## config.mk

```make
export PLATFORM = sky130hd
export DESIGN_NAME = wdt_dual_prescaler
export DESIGN_NICKNAME = d
export VERILOG_FILES = /design/src/rtl/wdt_pkg.sv /design/src/rtl/wdt_prescaler.sv /design/src/rtl/wdt_count.sv /design/src/rtl/wdt_ctrl.sv /design/src/rtl/wdt_dual_prescaler.sv
export SDC_FILE = /design/constraint.sdc
export NUM_CORES = 1
export LEC_CHECK = 0
export BUFFER_PORTS_ARGS = -buffer_cell sky130_fd_sc_hd__buf_2
export CORE_MARGIN = 3
export CORE_UTILIZATION = 35
export CTS_CLUSTER_DIAMETER = 200
export DETAILED_ROUTE_END_ITERATION = 8
export HOLD_SLACK_MARGIN = 0.08
export PLACE_DENSITY_LB_ADDON = 0.15
export REMOVE_ABC_BUFFERS = 1
export SETUP_SLACK_MARGIN = 0.1
export SLEW_MARGIN = 20
export SYNTH_ARGS = -nofsm -noshare
export SYNTH_HDL_FRONTEND = slang
export SYNTH_SLANG_ARGS = --single-unit
```

## constraint.sdc

```tcl
create_clock -name clk_i -period 2.87 [get_ports clk_i]
set_input_delay 0.1435 -clock clk_i [delete_from_list [all_inputs] [get_ports clk_i]]
set_output_delay 0.1435 -clock clk_i [all_outputs]
set_load 0.005 [all_outputs]
```

## src/rtl/wdt_pkg.sv

```systemverilog
package wdt_pkg;
  localparam logic [7:0] WR_KEY    = 8'hA5;
  localparam int         SYS_PRE_W = 17;
  localparam int         SUB_PRE_W = 8;
  localparam int         CNT_W     = 8;

  typedef struct packed {
    logic       ovf;
    logic       wd;
    logic       en;
    logic       sub;
    logic       rst_sel;
    logic [2:0] cks;
  } csr_t;

  // system chain: tap bit k divides by 2^(k+1)
  function automatic logic [4:0] sys_tap(input logic [2:0] sel);
    case (sel)
      3'd0:    sys_tap = 5'd0;
      3'd1:    sys_tap = 5'd5;
      3'd2:    sys_tap = 5'd6;
      3'd3:    sys_tap = 5'd8;
      3'd4:    sys_tap = 5'd10;
      3'd5:    sys_tap = 5'd12;
      3'd6:    sys_tap = 5'd14;
      default: sys_tap = 5'd16;
    endcase
  endfunction
endpackage

```

## src/rtl/wdt_prescaler.sv

```systemverilog
module wdt_prescaler #(
  parameter int W = 8
) (
  input  logic         clk_i,
  input  logic         rst_ni,
  input  logic         inc_i,
  output logic [W-1:0] tick_o
);
  logic [W-1:0] cnt_q;

  always_ff @(posedge clk_i or negedge rst_ni) begin
    if (!rst_ni)    cnt_q <= '0;
    else if (inc_i) cnt_q <= cnt_q + {{(W-1){1'b0}}, 1'b1};
  end

  // bit k rises on this increment when lower bits are all ones and bit k is 0
  for (genvar k = 0; k < W; k++) begin : g_tap
    if (k == 0) begin : g_lsb
      assign tick_o[k] = inc_i & ~cnt_q[0];
    end else begin : g_up
      assign tick_o[k] = inc_i & (&cnt_q[k-1:0]) & ~cnt_q[k];
    end
  end

  AST_ONE_TAP: assert property (@(posedge clk_i) disable iff (!rst_ni)
    $onehot0(tick_o));
endmodule

```

## src/rtl/wdt_count.sv

```systemverilog
module wdt_count #(
  parameter int CW = 8
) (
  input  logic clk_i,
  input  logic rst_ni,
  input  logic run_i,
  input  logic tick_i,
  input  logic wd_i,
  input  logic rst_sel_i,
  output logic ovf_o,
  output logic nmi_o,
  output logic rst_req_o
);
  logic [CW-1:0] cnt_q;

  assign ovf_o = run_i & tick_i & (&cnt_q);

  always_ff @(posedge clk_i or negedge rst_ni) begin
    if (!rst_ni) begin
      cnt_q     <= '0;
      nmi_o     <= 1'b0;
      rst_req_o <= 1'b0;
    end else begin
      if (!run_i)      cnt_q <= '0;
      else if (tick_i) cnt_q <= cnt_q + {{(CW-1){1'b0}}, 1'b1};
      nmi_o     <= ovf_o & wd_i & ~rst_sel_i;
      rst_req_o <= ovf_o & wd_i & rst_sel_i;
    end
  end

  AST_COUNT_ON_TICK: assert property (@(posedge clk_i) disable iff (!rst_ni)
    (cnt_q != $past(cnt_q)) |-> ($past(tick_i) || cnt_q == '0));
  AST_NMI_PULSE: assert property (@(posedge clk_i) disable iff (!rst_ni)
    nmi_o |=> !nmi_o);
  AST_RST_PULSE: assert property (@(posedge clk_i) disable iff (!rst_ni)
    rst_req_o |=> !rst_req_o);
  AST_ONE_ACTION: assert property (@(posedge clk_i) disable iff (!rst_ni)
    !(nmi_o && rst_req_o));
endmodule

```

## src/rtl/wdt_ctrl.sv

```systemverilog
module wdt_ctrl import wdt_pkg::*; #(
  parameter logic [7:0] KEY = WR_KEY
) (
  input  logic        clk_i,
  input  logic        rst_ni,
  input  logic        rd_i,
  input  logic        wr_i,
  input  logic [15:0] wdata_i,
  input  logic        ovf_evt_i,
  output csr_t        csr_o
);
  csr_t csr_q;
  logic armed_q;
  logic wr_ok, wd_rst_evt, wr_clr;

  assign wr_ok      = wr_i && (wdata_i[15:8] == KEY);
  assign wd_rst_evt = ovf_evt_i & csr_q.wd & csr_q.rst_sel;
  assign wr_clr     = wr_ok && (!wdata_i[5] || (armed_q && !wdata_i[7]));
  assign csr_o      = csr_q;

  always_ff @(posedge clk_i or negedge rst_ni) begin
    if (!rst_ni) begin
      csr_q   <= '0;
      armed_q <= 1'b0;
    end else begin
      if (wr_ok) begin
        csr_q.wd      <= wdata_i[6];
        csr_q.en      <= wdata_i[5];
        csr_q.sub     <= wdata_i[4];
        csr_q.rst_sel <= wdata_i[3];
        csr_q.cks     <= wdata_i[2:0];
        armed_q       <= 1'b0;
      end else if (rd_i && csr_q.ovf) begin
        armed_q <= 1'b1;
      end
      // the generated reset also clears the flag
      if (wd_rst_evt)     csr_q.ovf <= 1'b0;
      else if (ovf_evt_i) csr_q.ovf <= 1'b1;
      else if (wr_clr)    csr_q.ovf <= 1'b0;
    end
  end

  AST_FLAG_SOURCE: assert property (@(posedge clk_i) disable iff (!rst_ni)
    $rose(csr_q.ovf) |-> $past(ovf_evt_i));
  AST_KEY_GUARD: assert property (@(posedge clk_i) disable iff (!rst_ni)
    (wr_i && wdata_i[15:8] != KEY) |=> (csr_q[6:0] == $past(csr_q[6:0])));
  AST_CLEAR_NEEDS_READ: assert property (@(posedge clk_i) disable iff (!rst_ni)
    ($fell(csr_q.ovf) && $past(wr_i && wdata_i[5] && !ovf_evt_i)) |-> $past(armed_q));
endmodule

```

## src/rtl/wdt_dual_prescaler.sv

```systemverilog
module wdt_dual_prescaler import wdt_pkg::*; #(
  parameter logic [7:0] KEY = WR_KEY
) (
  input  logic        clk_i,
  input  logic        rst_ni,
  input  logic        sub_en_i,
  input  logic        rd_i,
  input  logic        wr_i,
  input  logic [15:0] wdata_i,
  output logic [7:0]  rdata_o,
  output logic        irq_o,
  output logic        nmi_o,
  output logic        rst_req_o
);
  csr_t                 csr;
  logic [SYS_PRE_W-1:0] sys_ticks;
  logic [SUB_PRE_W-1:0] sub_ticks;
  logic                 tick, ovf_evt;

  wdt_prescaler #(.W(SYS_PRE_W)) u_sys_pre (
    .clk_i(clk_i), .rst_ni(rst_ni), .inc_i(1'b1), .tick_o(sys_ticks)
  );

  wdt_prescaler #(.W(SUB_PRE_W)) u_sub_pre (
    .clk_i(clk_i), .rst_ni(rst_ni), .inc_i(sub_en_i), .tick_o(sub_ticks)
  );

  assign tick = csr.sub ? sub_ticks[csr.cks] : sys_ticks[sys_tap(csr.cks)];

  wdt_count #(.CW(CNT_W)) u_cnt (
    .clk_i(clk_i), .rst_ni(rst_ni), .run_i(csr.en), .tick_i(tick),
    .wd_i(csr.wd), .rst_sel_i(csr.rst_sel), .ovf_o(ovf_evt),
    .nmi_o(nmi_o), .rst_req_o(rst_req_o)
  );

  wdt_ctrl #(.KEY(KEY)) u_ctrl (
    .clk_i(clk_i), .rst_ni(rst_ni), .rd_i(rd_i), .wr_i(wr_i),
    .wdata_i(wdata_i), .ovf_evt_i(ovf_evt), .csr_o(csr)
  );

  assign rdata_o = csr;
  assign irq_o   = csr.ovf & ~csr.wd;

  AST_IRQ_MODE: assert property (@(posedge clk_i) disable iff (!rst_ni)
    csr.wd |-> !irq_o);
endmodule

```

==> run summary <==
================================================================================
Largest net degree at the start of global routing                             45
Clock group share of total power                                           25.5%
Largest voltage drop on the vdd net                                     0.187 mV
Setup slack at placement                                                0.211 ns
Sum of internal, switching and leakage power                             1.48 mW
CTS H-tree depth                                                               2
CP bufs+invs                                                                   0
Routability Congestion                                                     0.773
Number of distinct library cells after synthesis                              54
Area added between synthesis and finish                                    16.2%
Arr. time, crit path                                                     2.80 ns
Count of final setup violators                                                 0
Clock insertion delay at the later pin of the skew report                0.30 ns
Synthesized area divided by synthesized cell count                     9.66 um^2
Final core area utilization                                                42.6%
Power Density                                                        503 nW/um^2
Largest fanout of any net on the critical path                                 8
Overflow left after global routing                                             0
Switching power share of the total                                         30.3%
Kind of capture point of the worst setup path                               flop
Leading cell types by total area after synthesis                    dfrtp_1, nand2_1, ha_1
Core Footprint                                                         6910 um^2
Number of slew-limit violations in the final report                            0
CTS tree                                                                     yes
Post-DP HPWL                                                             3590 um
Final hold viol count                                                          0
Met3 Usage GRT                                                             2.82%
Global routing met1 resource utilization                                   19.0%
Multi-input gate area in the final layout                              1300 um^2
Final net count                                                              334
Post-detailed-route DRC marker count                                           0
Total clock buffers created by CTS                                             5
Post-layout instance area                                              2940 um^2
Die ar.                                                                8290 um^2
Timing-limited maximum frequency                                         384 MHz
Clock slew at reported path FFs                                          0.08 ns
Run status                                                          complete, no violations
Crit Path Class                                                       reg -> reg
Sinks on the clock net                                                        44
Via count of the first global-routing pass                                  1889
CP startpoint kind                                                          flop
Crit share post-route                                                      90.7%
Routed Wire Length                                                       5100 um
Portion of total power attributed to sequential cells                      55.5%
Max Cap Violations                                                             0
Required time at the endpoint of the critical path                       3.06 ns
Post-Synth Simple-Gate Area                                                25.1%
Slew HR                                                                    62.3%
Vertical extent of the die                                               91.0 um
First-pass GRT wire length                                               9240 um
Vias/cell                                                                   4.85
Antenna diodes                                                                 0
Net load switching power                                                  448 uW
CP delay by family, top                                             compound AO/OA/AOI/OAI gates
Detailed Route Iter0 Violations                                               78
Synth area leader                                                        dfrtp_1
Number of top-level design ports                                              32
Buffer depth of the longest clock path                                         2
Clock Root Buffer                                                       clkbuf_8
Most frequent cells in the layout                                   nand2_1, dfrtp_1, buf_2
Cell row count                                                                30
Most instantiated flip-flop cell in the synthesis netlist                dfrtp_1
Total iterations of the first detailed-routing run                             6
Placement-stage cell area                                              2770 um^2
Worst setup slack after layout                                          0.266 ns
GR peak layer                                                               met2
Port Buf Inserts                                                              31
Number of synthesized flops with an enable pin                                 0
Die Wd                                                                   91.0 um
Setup TNS                                                                   0 ns
FFs w/ async S/R, synth                                                     100%
Final Skew                                                            0.00746 ns
Number of antenna-violating nets in the routed design                          0
Slowest CP cell                                                          dfrtp_1
Layout cell share with drive strength beyond 1                             19.6%
Main combinational cell family by area after synthesis              simple AND/OR/NAND/NOR gates
Number of antenna violations at the first check in global routing              0
Time the worst path needs with I/O delays and setup                      2.60 ns
Adder-cell area share of the yosys netlist                                 5.93%
#FFs+latches synth                                                            44
RSZ-0062 raised after global routing                                       false
Wire per inst                                                            12.9 um
Number of inserted filler cells in the final layout                          711
Combined area of all synthesized cells                                 2530 um^2
Series of cell instances along the critical path                    ha_1, and3_1, ha_1, nor2b_1, o21ai_0, a221oi_4, a211oi_4, a21oi_2, mux2_1
Compound-gate portion of the synthesized area                              10.7%
Area occupied by registers                                             1100 um^2
Design internal power                                                    1.03 mW
Highest cell delay on the worst timing path                              0.44 ns
Area share of xor/xnor cells in the synthesized design                     5.19%
Combinational group share of total power                                   19.0%
Type of the most critical hold path                                    in -> reg
Fraction of synthesized area in multiplexers                               4.15%
Yosys synthesis warning count                                                  0
Via Count                                                                   1926
Effective utilization at floorplan                                         36.6%
Slew of the pin with the lowest slew margin                             0.565 ns
Global routing met2 resource utilization                                   20.7%
Share of Yosys cell area claimed by the top area cell type                 43.5%
GRT Util Overall                                                           13.5%
CP most frequent cell                                                       ha_1
Mapped Cells                                                                 262
Standby leakage power                                                    1.39 nW
Sequential share of the synthesized area                                   43.5%
Most common library cell in the layout ignoring fill and taps            nand2_1
================================================================================
==> final timing paths <==
path	start	endpoint	slack (ns)	cells past startpoint
max in group asynchronous	rst_ni	u_sys_pre.cnt_q[15]	2.10	2
max	u_sys_pre.cnt_q[0]	u_ctrl.csr_o[7]	0.27	9
max reg2reg	u_sys_pre.cnt_q[0]	u_ctrl.csr_o[7]	0.27	9
min in group asynchronous	rst_ni	u_sub_pre.cnt_q[2]	0.38	2
min	rd_i	u_ctrl.armed_q	0.09	3
min reg2reg	u_sys_pre.cnt_q[15]	u_sys_pre.cnt_q[15]	0.46	1
==> layout make-up <==
class,instances,share of cell area (%)
tap,96,4.08
clock inverter,2,0.425
timing repair buffer,44,9.36
inverter,18,2.30
clock buffer,5,2.34
multi-input combinational,188,44.1
sequential,44,37.4
==> worst register-to-register path: cells and delay by family, from the launching register on <==
kind | cells | cell delay, ns
fa+ha+maj | 2 | 0.45
simple gates | 2 | 0.31
mux | 1 | 0.31
compound gates | 4 | 0.99
flops | 1 | 0.44
==> power by group through the flow <==
stage	Clock (mW)	Combinational [mW]	Sequential, mW
finish	0.377	0.282	0.822
global route	0.425	0.328	0.843
CTS	0.399	0.285	0.822
detailed placement	0	0.277	0.834
global placement	0	0.271	0.831
floorplan	0	0.195	0.810
==> through the flow <==
step	hold slack, ns	instances
4_1_cts	0.0934	396
3_3_place_gp	0.336	381
5_1_grt	0.106	397
3_5_place_dp	0.339	381
2_1_floorplan	-0.152	250
6_report	0.0890	397
==> synthesized netlist by cell type (all sizes together), types with 3 or more instances <==
| cell type | n |
|---|---|
| a21oi | 8 |
| mux2i | 6 |
| inv | 18 |
| o21ai | 8 |
| xnor2 | 10 |
| a21boi | 3 |
| ha | 12 |
| nand4 | 6 |
| clkbuf | 5 |
| nand2b | 6 |
| nor3 | 3 |
| nor2b | 4 |
| nand2 | 46 |
| and3 | 9 |
| dfrtp | 44 |
| mux2 | 4 |
| nor2 | 10 |
| xor2 | 5 |
| nor4b | 4 |
| buf | 7 |
| nand3 | 16 |
==> state kept, by name, indices dropped and copies added (netlist names) <==
signal           cells
u_cnt.nmi_o          1
u_cnt.rst_req_o      1
u_sub_pre.cnt_q      8
u_cnt.cnt_q          8
u_ctrl.csr_o         8
u_sys_pre.cnt_q     17
u_ctrl.armed_q       1
==> repair_timing <==
action / in CTS / in global routing
hold endpoints to repair: 51 / 0
gates resized for setup: 0 / 1
hold buffers: 8 / 0
setup buffers: 0 / 1
endpoints found under the setup margin: 0 / 1
==> per-layer routing <==
metal  routed length [um]  up-vias
met2                 2240       36
met4                   82        0
met3                  184        6
li1                     -      975
met5                    0        -
met1                 2600      909
==> cell families after synthesis <==
| logic type | after synthesis |
|---|---|
| xor gates and xnor gates | 15 |
| buffers and inverters | 30 |
| AOI/OAI and AO/OA | 34 |
| muxes | 10 |
| DFF | 44 |
| adders and majority gates | 12 |
| and+or+nand+nor | 117 |
(Power assumes the default switching activity.)
